===== config.mk =====
export PLATFORM = sky130hd
export DESIGN_NAME = rank_mult_decoder
export DESIGN_NICKNAME = d
export VERILOG_FILES = /design/src/rtl/rmd_pkg.sv /design/src/rtl/rmd_cs_map.sv /design/src/rtl/rmd_bank_table.sv /design/src/rtl/rank_mult_decoder.sv
export SDC_FILE = /design/constraint.sdc
export NUM_CORES = 1
export LEC_CHECK = 0
export BUFFER_PORTS_ARGS = -buffer_cell sky130_fd_sc_hd__buf_2
export CAP_MARGIN = 20
export CORE_MARGIN = 4
export CORE_UTILIZATION = 35
export DETAILED_ROUTE_END_ITERATION = 8
export GPL_TIMING_DRIVEN = 0
export PLACE_DENSITY_LB_ADDON = 0.05
export SETUP_SLACK_MARGIN = 0.05
export SLEW_MARGIN = 15
export SYNTH_ARGS = -nofsm -noshare
export SYNTH_HDL_FRONTEND = slang
export SYNTH_SLANG_ARGS = --single-unit

===== constraint.sdc =====
create_clock -name clk -period 3.46 [get_ports clk]
set_clock_uncertainty 0.05 [all_clocks]
set_input_delay 0.519 -clock clk [delete_from_list [all_inputs] [get_ports clk]]
set_output_delay 0.519 -clock clk [all_outputs]
set_load 0.01 [all_outputs]

===== src/rtl/rmd_pkg.sv =====
package rmd_pkg;
  typedef enum logic [2:0] {
    OP_NOP = 3'd0,
    OP_ACT = 3'd1,
    OP_RD  = 3'd2,
    OP_WR  = 3'd3,
    OP_PRE = 3'd4,
    OP_REF = 3'd5,
    OP_MRS = 3'd6
  } op_e;

  localparam logic [1:0] MODE_DIS = 2'b00;
  localparam logic [1:0] MODE_X2  = 2'b01;
  localparam logic [1:0] MODE_X4  = 2'b10;
endpackage


===== src/rtl/rmd_cs_map.sv =====
module rmd_cs_map #(
  parameter int N_HOST = 4,
  parameter int N_PHYS = 8,
  localparam int HIDX_W = $clog2(N_HOST)
) (
  input  logic              hit,
  input  logic [HIDX_W-1:0] host_idx,
  input  logic [1:0]        mode,
  input  logic [1:0]        sub,
  input  logic              bcast,
  output logic [N_PHYS-1:0] phys_mask
);
  import rmd_pkg::*;

  always_comb begin
    phys_mask = '0;
    if (hit) begin
      for (int k = 0; k < N_PHYS; k++) begin
        case (mode)
          MODE_X2: phys_mask[k] = ((k >> 1) == int'(host_idx)) &&
                                  (bcast || ((k & 1) == int'(sub[0])));
          MODE_X4: phys_mask[k] = ((k >> 2) == int'(host_idx)) &&
                                  (bcast || ((k & 3) == int'(sub)));
          default: phys_mask[k] = (k == int'(host_idx));
        endcase
      end
    end
  end
endmodule


===== src/rtl/rmd_bank_table.sv =====
module rmd_bank_table #(
  parameter int N_LOG  = 4,
  parameter int N_BANK = 8,
  parameter int SUB_W  = 2,
  localparam int RANK_W = $clog2(N_LOG),
  localparam int BANK_W = $clog2(N_BANK),
  localparam int DEPTH  = 1 << (RANK_W + BANK_W)
) (
  input  logic              clk,
  input  logic              rst,
  input  logic              wr_en,
  input  logic              clr_en,
  input  logic              clr_all_en,
  input  logic [RANK_W-1:0] rank,
  input  logic [BANK_W-1:0] bank,
  input  logic [SUB_W-1:0]  wr_sub,
  output logic              rd_valid,
  output logic [SUB_W-1:0]  rd_sub
);
  logic [RANK_W+BANK_W-1:0] addr;
  logic [SUB_W-1:0]         sub_mem [DEPTH];
  logic [DEPTH-1:0]         vld;

  assign addr = {rank, bank};

  // Sub-rank storage has no reset so it can map onto distributed RAM.
  always_ff @(posedge clk) begin
    if (wr_en) sub_mem[addr] <= wr_sub;
  end

  always_ff @(posedge clk) begin
    if (rst) begin
      vld <= '0;
    end else if (wr_en) begin
      vld[addr] <= 1'b1;
    end else if (clr_en) begin
      vld[addr] <= 1'b0;
    end else if (clr_all_en) begin
      for (int b = 0; b < N_BANK; b++) vld[{rank, BANK_W'(b)}] <= 1'b0;
    end
  end

  assign rd_valid = vld[addr];
  assign rd_sub   = sub_mem[addr];

  a_r6_bank_closed: assert property (@(posedge clk) disable iff (rst)
    (clr_en && !wr_en) |=> !vld[$past(addr)]);

  a_r7_rank_emptied: assert property (@(posedge clk) disable iff (rst)
    (clr_all_en && !wr_en && !clr_en) |=> (vld[{$past(rank), BANK_W'(0)}] == 1'b0));
endmodule


===== src/rtl/rank_mult_decoder.sv =====
module rank_mult_decoder #(
  parameter int N_HOST = 4,
  parameter int N_PHYS = 8,
  parameter int N_BANK = 8,
  parameter int ROW_W  = 14,
  localparam int HROW_W = ROW_W + 2,
  localparam int HIDX_W = $clog2(N_HOST),
  localparam int BANK_W = $clog2(N_BANK)
) (
  input  logic              clk,
  input  logic              rst,
  input  logic [2:0]        cmd_op,
  input  logic [N_HOST-1:0] host_cs,
  input  logic [BANK_W-1:0] bank,
  input  logic [HROW_W-1:0] row_addr,
  input  logic [1:0]        mode,
  output logic [N_PHYS-1:0] phys_cs,
  output logic [2:0]        dram_op,
  output logic [BANK_W-1:0] dram_bank,
  output logic [HROW_W-1:0] dram_row,
  output logic              map_err
);
  import rmd_pkg::*;

  op_e               op;
  logic              any_cs;
  logic [HIDX_W-1:0] host_idx;
  logic              mult;
  logic              in_range;
  logic [1:0]        act_sub;
  logic              tbl_valid;
  logic [1:0]        tbl_sub;
  logic              map_hit;
  logic              bcast;
  logic [1:0]        sel_sub;
  logic              tbl_wr;
  logic              tbl_clr;
  logic              tbl_clr_all;
  logic              err_set;
  logic [N_PHYS-1:0] mask;
  logic [HROW_W-1:0] row_trim;
  logic [1:0]        mode_q;

  assign op     = op_e'(cmd_op);
  assign any_cs = |host_cs;
  assign mult   = (mode == MODE_X2) || (mode == MODE_X4);

  always_comb begin
    host_idx = '0;
    for (int i = N_HOST - 1; i >= 0; i--) begin
      if (host_cs[i]) host_idx = HIDX_W'(i);
    end
  end

  always_comb begin
    case (mode)
      MODE_X2: in_range = (int'(host_idx) * 2) < N_PHYS;
      MODE_X4: in_range = (int'(host_idx) * 4) < N_PHYS;
      default: in_range = int'(host_idx) < N_PHYS;
    endcase
  end

  assign act_sub = (mode == MODE_X4) ? row_addr[ROW_W+1:ROW_W] : {1'b0, row_addr[ROW_W]};

  rmd_bank_table #(.N_LOG(N_HOST), .N_BANK(N_BANK), .SUB_W(2)) u_table (
    .clk        (clk),
    .rst        (rst),
    .wr_en      (tbl_wr),
    .clr_en     (tbl_clr),
    .clr_all_en (tbl_clr_all),
    .rank       (host_idx),
    .bank       (bank),
    .wr_sub     (act_sub),
    .rd_valid   (tbl_valid),
    .rd_sub     (tbl_sub)
  );

  always_comb begin
    map_hit     = 1'b0;
    bcast       = 1'b0;
    sel_sub     = tbl_sub;
    tbl_wr      = 1'b0;
    tbl_clr     = 1'b0;
    tbl_clr_all = 1'b0;
    err_set     = 1'b0;
    if (any_cs && in_range && op != OP_NOP) begin
      if (!mult) begin
        map_hit = 1'b1;
      end else begin
        case (op)
          OP_ACT: begin
            map_hit = 1'b1;
            sel_sub = act_sub;
            tbl_wr  = 1'b1;
          end
          OP_RD, OP_WR: begin
            map_hit = tbl_valid;
            err_set = !tbl_valid;
          end
          OP_PRE: begin
            map_hit = 1'b1;
            if (row_addr[10]) begin
              bcast       = 1'b1;
              tbl_clr_all = 1'b1;
            end else if (tbl_valid) begin
              tbl_clr = 1'b1;
            end else begin
              bcast = 1'b1;
            end
          end
          OP_REF: begin
            map_hit     = 1'b1;
            bcast       = 1'b1;
            tbl_clr_all = 1'b1;
          end
          OP_MRS: begin
            map_hit = 1'b1;
            bcast   = 1'b1;
          end
          default: map_hit = 1'b0;
        endcase
      end
    end
  end

  rmd_cs_map #(.N_HOST(N_HOST), .N_PHYS(N_PHYS)) u_map (
    .hit       (map_hit),
    .host_idx  (host_idx),
    .mode      (mode),
    .sub       (sel_sub),
    .bcast     (bcast),
    .phys_mask (mask)
  );

  always_comb begin
    row_trim = row_addr;
    if (mode == MODE_X4) row_trim[ROW_W+1:ROW_W] = 2'b00;
    else if (mode == MODE_X2) row_trim[ROW_W] = 1'b0;
  end

  always_ff @(posedge clk) begin
    if (rst) begin
      phys_cs   <= '0;
      dram_op   <= OP_NOP;
      dram_bank <= '0;
      dram_row  <= '0;
      map_err   <= 1'b0;
      mode_q    <= MODE_DIS;
    end else begin
      phys_cs   <= mask;
      dram_op   <= (|mask) ? cmd_op : OP_NOP;
      dram_bank <= bank;
      dram_row  <= row_trim;
      mode_q    <= mode;
      if (err_set) map_err <= 1'b1;
    end
  end

  a_r1_idle_quiet: assert property (@(posedge clk) disable iff (rst)
    (dram_op == OP_NOP) |-> (phys_cs == '0));

  a_r5_single_rank: assert property (@(posedge clk) disable iff (rst)
    (dram_op == OP_RD || dram_op == OP_WR) |-> ($countones(phys_cs) == 1));

  a_r9_err_sticky: assert property (@(posedge clk) disable iff (rst)
    map_err |=> map_err);

  a_r4_row_trim: assert property (@(posedge clk) disable iff (rst)
    (mode_q == MODE_X4) |-> (dram_row[HROW_W-1:ROW_W] == 2'b00));

  a_r7_refresh_fanout: assert property (@(posedge clk) disable iff (rst)
    (mode_q == MODE_X4 && dram_op == OP_REF) |-> ($countones(phys_cs) == 4));
endmodule


=== Yosys cells after proc, flatten, opt, wreduce, memory -nomap -nowiden ===
Memory sizes are Yosys's and may differ from the RTL's.
Index checks and enable logic that the tools add are counted.

* Logic and storage cells: 177
* Input bits: 30
* Register bits after elaboration: 63
* Output and inout bits: 31
* Memory bits (writable): 64
* Bits in latches: 0
* Memories kept: 1
* Bits in read-only memories: 0

{| class="wikitable"
|+ Memory list
! memory !! words !! width !! rd ports !! clocked after memory_dff !! write ports !! line !! text
|-
| u_table.sub_mem || 32 || 2 || 1 || 0 || 1 || rmd_bank_table.sv:21 || <nowiki>logic [SUB_W-1:0] sub_mem [DEPTH];</nowiki>
|}

* Reduce and logical (&&, ||, !) cells: 47
* Div/mod/pow operators: 0
* Magnitude comparators: 20
* Shifts and indexed selects: 0
* Multiply operators: 0
* Add/subtract/negate cells: 0
* Eq/ne operators: 14
* Mux-type cells: 66
* Bitwise logic cells: 21

{| class="wikitable"
|+ Operators with widths
! kind !! number
|-
| bitwise AND 32 bit || 9
|-
| two-way mux 32 bit || 3
|-
| inverter 32 bit || 2
|-
| < comparator 5 x 6 -> 1 bit, second input constant || 9
|-
| >= comparator 5 x 1 -> 1 bit, second input constant || 9
|-
| two-way mux 1 bit || 32
|-
| inverter 25 -> 32 bit || 1
|-
| inverter 26 -> 32 bit || 1
|-
| inverter 27 -> 32 bit || 1
|-
| inverter 28 -> 32 bit || 1
|-
| inverter 29 -> 32 bit || 1
|-
| inverter 30 -> 32 bit || 1
|-
| inverter 31 -> 32 bit || 1
|-
| bitwise OR 32 bit || 1
|-
| logical AND 1 bit || 27
|-
| one-hot mux 1 bit (2 select lines) || 12
|-
| demux 1 bit (select 2 bit) || 8
|-
| two-way mux 2 bit || 8
|-
| equality test 3 bit, second input constant || 3
|-
| equality test 2 bit, first input constant || 4
|-
| two-way mux 8 bit || 1
|-
| OR reduction 2 bit || 4
|-
| OR reduction 4 bit || 2
|-
| OR reduction 8 bit || 1
|-
| 15 further kinds || 26
|}

=== Depth between registers and ports, before layout ===
* Word-level depth: 20
* Depth in mapped cells: 11
* Depth with buffers taken out: 9

=== By module ===
From an unflattened synthesis, not the netlist that was laid out.

* Cell total of the unflattened synthesis: 521
* Area total of the unflattened synthesis: 5,825.6 um^2

{| class="wikitable"
|+ By module, submodules not included
! module !! sequential area each (um^2) !! cells each !! area an instance (um^2) !! instances
|-
| rmd_bank_table || 2,562.5 || 372 || 4,440.5 || 1
|-
| rank_mult_decoder || 620.6 || 102 || 1,081.0 || 1
|-
| rmd_cs_map || 0.0 || 47 || 304.0 || 1
|}

=== Least setup slack after synthesis ===
Ideal clock, no wire load.

* Path type: input port to flip-flop
* Start point: input port mode[0]
* End point: memory u_table.sub_mem[0][0] (enable)
* Stages: 9
* Required time: 3.073 ns
* Setup time: 0.337 ns
* Slack: 0.891 ns
* Buffers on the path: 2
* Arrival: 2.182 ns
* Path through: inv_1 > ha_1 > clkbuf_1 > nor2_1 > a211oi_2 > nand2_2 > or3_1 > clkbuf_1 > nor3_1

* Longest elaborated chain between the ends: 7
* Elaborated cells between the ends (all ways): 10
* Those cells by class: 2 x eq/ne; 5 x mux; 3 x reduce/logical

{| class="wikitable"
|+ Ends and longest elaborated chain
! what !! line !! text
|-
| from (decl) || rank_mult_decoder.sv:16 || <nowiki>input logic [1:0] mode,</nowiki>
|-
| equality test 2 bit or equality test 2 x 1 -> 1 bit (tied branches) || rank_mult_decoder.sv:46, rank_mult_decoder.sv:56 ||
|-
| one-hot mux 1 bit (2 select lines) || rank_mult_decoder.sv:56 || <nowiki>case (mode)</nowiki>
|-
| logical AND 1 bit (2 in a row) || rank_mult_decoder.sv:86 || <nowiki>if (any_cs && in_range && op != OP_NOP) begin</nowiki>
|-
| two-way mux 1 bit * || rank_mult_decoder.sv:86 ||
|-
| two-way mux 1 bit * || rmd_bank_table.sv:28 || <nowiki>if (wr_en) sub_mem[addr] <= wr_sub;</nowiki>
|-
| two-way mux 1 bit (implied by the code) * || rmd_bank_table.sv:28 ||
|-
| to (decl) || rmd_bank_table.sv:21 ||
|}

Mark *: on every way between the ends. The rest lies on a longest branch, timed or not.

=== Final worst setup path ===
* Start point: input port mode[0]
* End point: register u_table.vld[9]

* Longest elaborated chain between the ends: 7
* Elaborated cells between the ends (all ways): 15
* Those cells by class: 2 x eq/ne; 9 x mux; 4 x reduce/logical

{| class="wikitable"
|+ Ends and longest elaborated chain
! what !! line !! text
|-
| equality test 2 bit or equality test 2 x 1 -> 1 bit (tied branches) || rank_mult_decoder.sv:46, rank_mult_decoder.sv:56 ||
|-
| one-hot mux 1 bit (2 select lines) || rank_mult_decoder.sv:56 ||
|-
| logical AND 1 bit (2 in a row) || rank_mult_decoder.sv:86 ||
|-
| two-way mux 1 bit || rank_mult_decoder.sv:86 ||
|-
| two-way mux 32 bit || rmd_bank_table.sv:36 || <nowiki>end else if (clr_en) begin</nowiki>
|-
| two-way mux 32 bit || rmd_bank_table.sv:34 || <nowiki>end else if (wr_en) begin</nowiki>
|-
| to (signal assigned) || rmd_bank_table.sv:33 || <nowiki>vld <= '0;</nowiki>
|-
| to (signal, indexed assignment) || rmd_bank_table.sv:35 || <nowiki>vld[addr] <= 1'b1;</nowiki>
|-
| to (signal, indexed assignment) || rmd_bank_table.sv:37 || <nowiki>vld[addr] <= 1'b0;</nowiki>
|-
| to (decl) || rmd_bank_table.sv:22 || <nowiki>logic [DEPTH-1:0] vld;</nowiki>
|}

Several ways; a longest one is shown, not always the timed one.
A chain may end at the register's enable or synchronous reset.

==> PnR_summary.wiki <==
{| class="wikitable"
! Metric !! Value
|-
| Outcome || completed
|-
| Fraction of layout cells with a size suffix above 1 || 22.0%
|-
| Aggregate global routing overflow || 0
|-
| Smallest hold slack || 0.266 ns
|-
| Final ANT Viol Nets || 0
|-
| Type of the worst setup path || input port to flop
|-
| Floorplan die width || 133 um
|-
| Gate Count Post-Synth || 461
|-
| DRT iter0 DRCs || 352
|-
| Number of buffers inserted by hold repair at cts || 0
|-
| Synthesis-to-finish area growth || 19.4%
|-
| Avg Cell Area, Syn || 11.8 sq um
|-
| Global-route total usage across every layer || 17.4%
|-
| Minimum period implied by the final worst setup slack || 3.07 ns
|-
| Dominant cell type by area after synthesis || sky130_fd_sc_hd__edfxtp_1
|-
| Clock-pin slew reported for the worst setup and hold paths after clock tree synthesis || 0.05 ns
|-
| EDFF count, synth || 64
|-
| Number of fillers in the final layout || 1431
|-
| Clock buffer count from CTS || 17
|-
| Number of gates resized after cts || 0
|-
| Sequential cell area || 3180 sq um
|-
| Areal power density over the cells || 534 nW/um^2
|-
| Combined area of all synthesized cells || 5440 sq um
|-
| Latest clock arrival within the worst-skew pair || 0.41 ns
|-
| CP most frequent cell || sky130_fd_sc_hd__clkbuf_1
|-
| Largest net degree at the start of global routing || 35
|-
| Share of the yosys chip area belonging to registers || 58.5%
|-
| Maximum net fanout on the critical path || 8
|-
| Unrepaired setup endpoints after global routing || no
|-
| Longest individual stage delay on the worst path || 0.52 ns
|-
| Top-level port count || 61
|-
| Via count || 3981
|-
| Maximum count of clock buffers along a single path || 2
|-
| Post-synthesis register bit count || 127
|-
| Vias per Instance || 5.39
|-
| TNS Setup || 0 ns
|-
| Slew at the pin closest to its max-slew limit || 0.857 ns
|-
| Cells along the critical path || buf_2 -> inv_1 -> ha_1 -> clkbuf_1 -> nor2_1 -> a211oi_2 -> nand2_2 -> or2_2 -> clkbuf_1 -> nor3_1 -> o21ai_0 -> a21oi_1
|-
| Area of the core || 15200 sq um
|-
| Tcrit/Tclk final || 88.8%
|-
| Global-route wire length before repair || 23000 um
|-
| Buffer type at the clock tree root || sky130_fd_sc_hd__clkbuf_16
|-
| Maximum clock rate || 325 MHz
|-
| Count of placed standard cells including taps || 706
|-
| Fraction of synthesis flops using an asynchronous set or reset pin || 0%
|-
| CP Data Required Time || 3.75 ns
|-
| Static Leakage || 2.29 nW
|-
| Share of the synthesized area in the top cell type || 35.3%
|-
| Multi-input logic area || 2090 sq um
|-
| Slew margin rel. || 42.6%
|-
| Worst vdd ir || 398 uV
|-
| Initial antenna violation count || 0
|-
| Final setup violation count || 0
|-
| Die boundary height || 133 um
|-
| Endpoint type of the worst setup path || flop
|-
| Distinct cell type count of the synthesized netlist || 56
|-
| Setup fix buffers added after clock tree synthesis || 0
|-
| Number of port buffers || 57
|-
| Starting density of the core || 35.8%
|-
| Final standard cell count with taps included and fillers excluded || 738
|-
| Diode insertion count for antenna repair || 0
|-
| Floorplan die area || 17600 sq um
|-
| Clock tree from TritonCTS || yes
|-
| Leading register cell type out of synthesis || sky130_fd_sc_hd__edfxtp_1
|-
| CP max-delay cell || sky130_fd_sc_hd__nor3_1
|-
| Class of the tightest hold or removal check || input port to flop
|-
| # DRC || 0
|-
| Core occupancy in the finished layout || 42.7%
|-
| List of most frequent post-synthesis cells || sky130_fd_sc_hd__edfxtp_1 (64), sky130_fd_sc_hd__dfxtp_1 (63), sky130_fd_sc_hd__nor2_1 (45), sky130_fd_sc_hd__o21ai_0 (37), sky130_fd_sc_hd__a21oi_1 (31)
|-
| Core Rows || 45
|-
| Net count, final || 569
|-
| WP data arrival || 3.37 ns
|-
| Most common cell in the synthesized netlist || sky130_fd_sc_hd__edfxtp_1
|-
| Number of violations of the max-capacitance limit || 0
|-
| Number of synthesis warnings || 0
|-
| Count of final hold-check violations || 0
|-
| Number of nets in the synthesized netlist || 493
|-
| Global placement routability congestion || 0.851
|-
| CTS H-Tree Depth || 4
|-
| First drt pass iteration count || 5
|-
| Sink Count || 127
|-
| Final WL || 15000 um
|-
| Ranking of synthesized cells by area || sky130_fd_sc_hd__edfxtp_1 (35%), sky130_fd_sc_hd__dfxtp_1 (23%), sky130_fd_sc_hd__mux4_2 (5.8%)
|-
| Post-detailed-placement half-perimeter wirelength || 10600 um
|-
| Average detailed-routed wire length per instance || 20.3 um
|-
| Slew Viols, Final || 0
|-
| Startpoint class of the critical path || input port
|-
| Via count of the first global-routing pass || 3994
|}
-- area by class of cell --
class                   instances  share of cell area, %
plain buffers                  29                   2.12
multi-input cells             297                   32.2
clock buffers                  19                   6.67
inverters                       8                  0.463
repair buffers                 57                   4.39
clock inverters                13                   1.52
flip-flops and latches        127                   49.0
well taps                     188                   3.62
-- cell families (layout without fill, tap and decap cells) --
family / count (synthesis) / in the layout / synth area share [%]
buf+inv: 37 / 126 / 3.08
fa+ha+maj: 2 / 2 / 0.460
flops: 127 / 127 / 58.5
compound gates: 118 / 118 / 14.3
simple gates: 138 / 138 / 13.0
mux: 39 / 39 / 10.7
-- power breakdown --
part	internal, W	switching (W)
clock	0.000971	0.000636
sequential	0.00160	0.00000428
combinational	0.0000928	0.000169
-- path summary, 6_finish.rpt --
check	slack [ns]	end	from	cells after the start
worst max-delay path	0.39	u_table.vld[9]	mode[0]	12
worst min-delay path	0.27	dram_row[5]	row_addr[5]	2
worst max register to register	0.94	u_table.vld[16]	u_table.vld[7]	8
worst min register to register	0.44	map_err	map_err	2
-- sequential cells by signal, summed over array words and instances, names as in the netlist --
name / count
dram_bank: 3
dram_row: 16
u_table.sub_mem: 64
phys_cs: 8
u_table.vld: 32
map_err: 1
dram_op: 3
-- metrics by stage --
stage	worst slack [ns]	cell area, sq um	power [W]
after detailed placement	-0.0939	5960	0.00190
final	0.387	6490	0.00347
after CTS	0.344	6490	0.00351
after global placement	-0.0579	5960	0.00189
after global routing	0.0525	6490	0.00360
after floorplan	0.891	5440	0.00179
-- cell usage in the layout (no fill, tap or decap), types with 2 or more instances in the layout --
cell,instances
sky130_fd_sc_hd__edfxtp_1,64
sky130_fd_sc_hd__dfxtp_1,63
sky130_fd_sc_hd__buf_2,61
sky130_fd_sc_hd__nor2_1,45
sky130_fd_sc_hd__o21ai_0,37
sky130_fd_sc_hd__a21oi_1,31
sky130_fd_sc_hd__mux2i_1,24
sky130_fd_sc_hd__nor2b_1,22
sky130_fd_sc_hd__clkbuf_1,19
sky130_fd_sc_hd__clkbuf_16,17
sky130_fd_sc_hd__nor3_1,15
sky130_fd_sc_hd__nand2_1,15
sky130_fd_sc_hd__mux4_2,14
sky130_fd_sc_hd__a22oi_1,9
sky130_fd_sc_hd__a211oi_1,9
sky130_fd_sc_hd__inv_1,8
sky130_fd_sc_hd__nand3_1,7
sky130_fd_sc_hd__and2_1,6
sky130_fd_sc_hd__nand2b_1,6
sky130_fd_sc_hd__nor3b_1,5
sky130_fd_sc_hd__buf_4,4
sky130_fd_sc_hd__o31ai_1,4
sky130_fd_sc_hd__clkinvlp_4,4
sky130_fd_sc_hd__clkinv_1,4
sky130_fd_sc_hd__or2_2,3
sky130_fd_sc_hd__o22ai_1,3
sky130_fd_sc_hd__o21a_1,3
sky130_fd_sc_hd__and3_1,3
sky130_fd_sc_hd__clkinv_2,3
sky130_fd_sc_hd__or3_1,2
sky130_fd_sc_hd__a221oi_1,2
sky130_fd_sc_hd__buf_1,2
sky130_fd_sc_hd__o211ai_1,2
sky130_fd_sc_hd__a21oi_2,2
sky130_fd_sc_hd__a2111oi_4,2
sky130_fd_sc_hd__a31oi_1,2
sky130_fd_sc_hd__ha_1,2
-- layer usage --
metal	track usage, %	share of wire [%]	vias to the layer above
li1	-	-	1871
met1	23.5	45	1995
met2	27.4	49	100
met3	4.75	4.4	15
met4	5.77	1.1	0
met5	0	0	-
-- worst max-delay path, delay by kind of cell --
kind | cells | cell delay [ns]
compound gates | 3 | 0.73
fa+ha+maj | 1 | 0.13
buf+inv | 4 | 0.80
simple gates | 4 | 1.17
(Power assumes the default switching activity.)
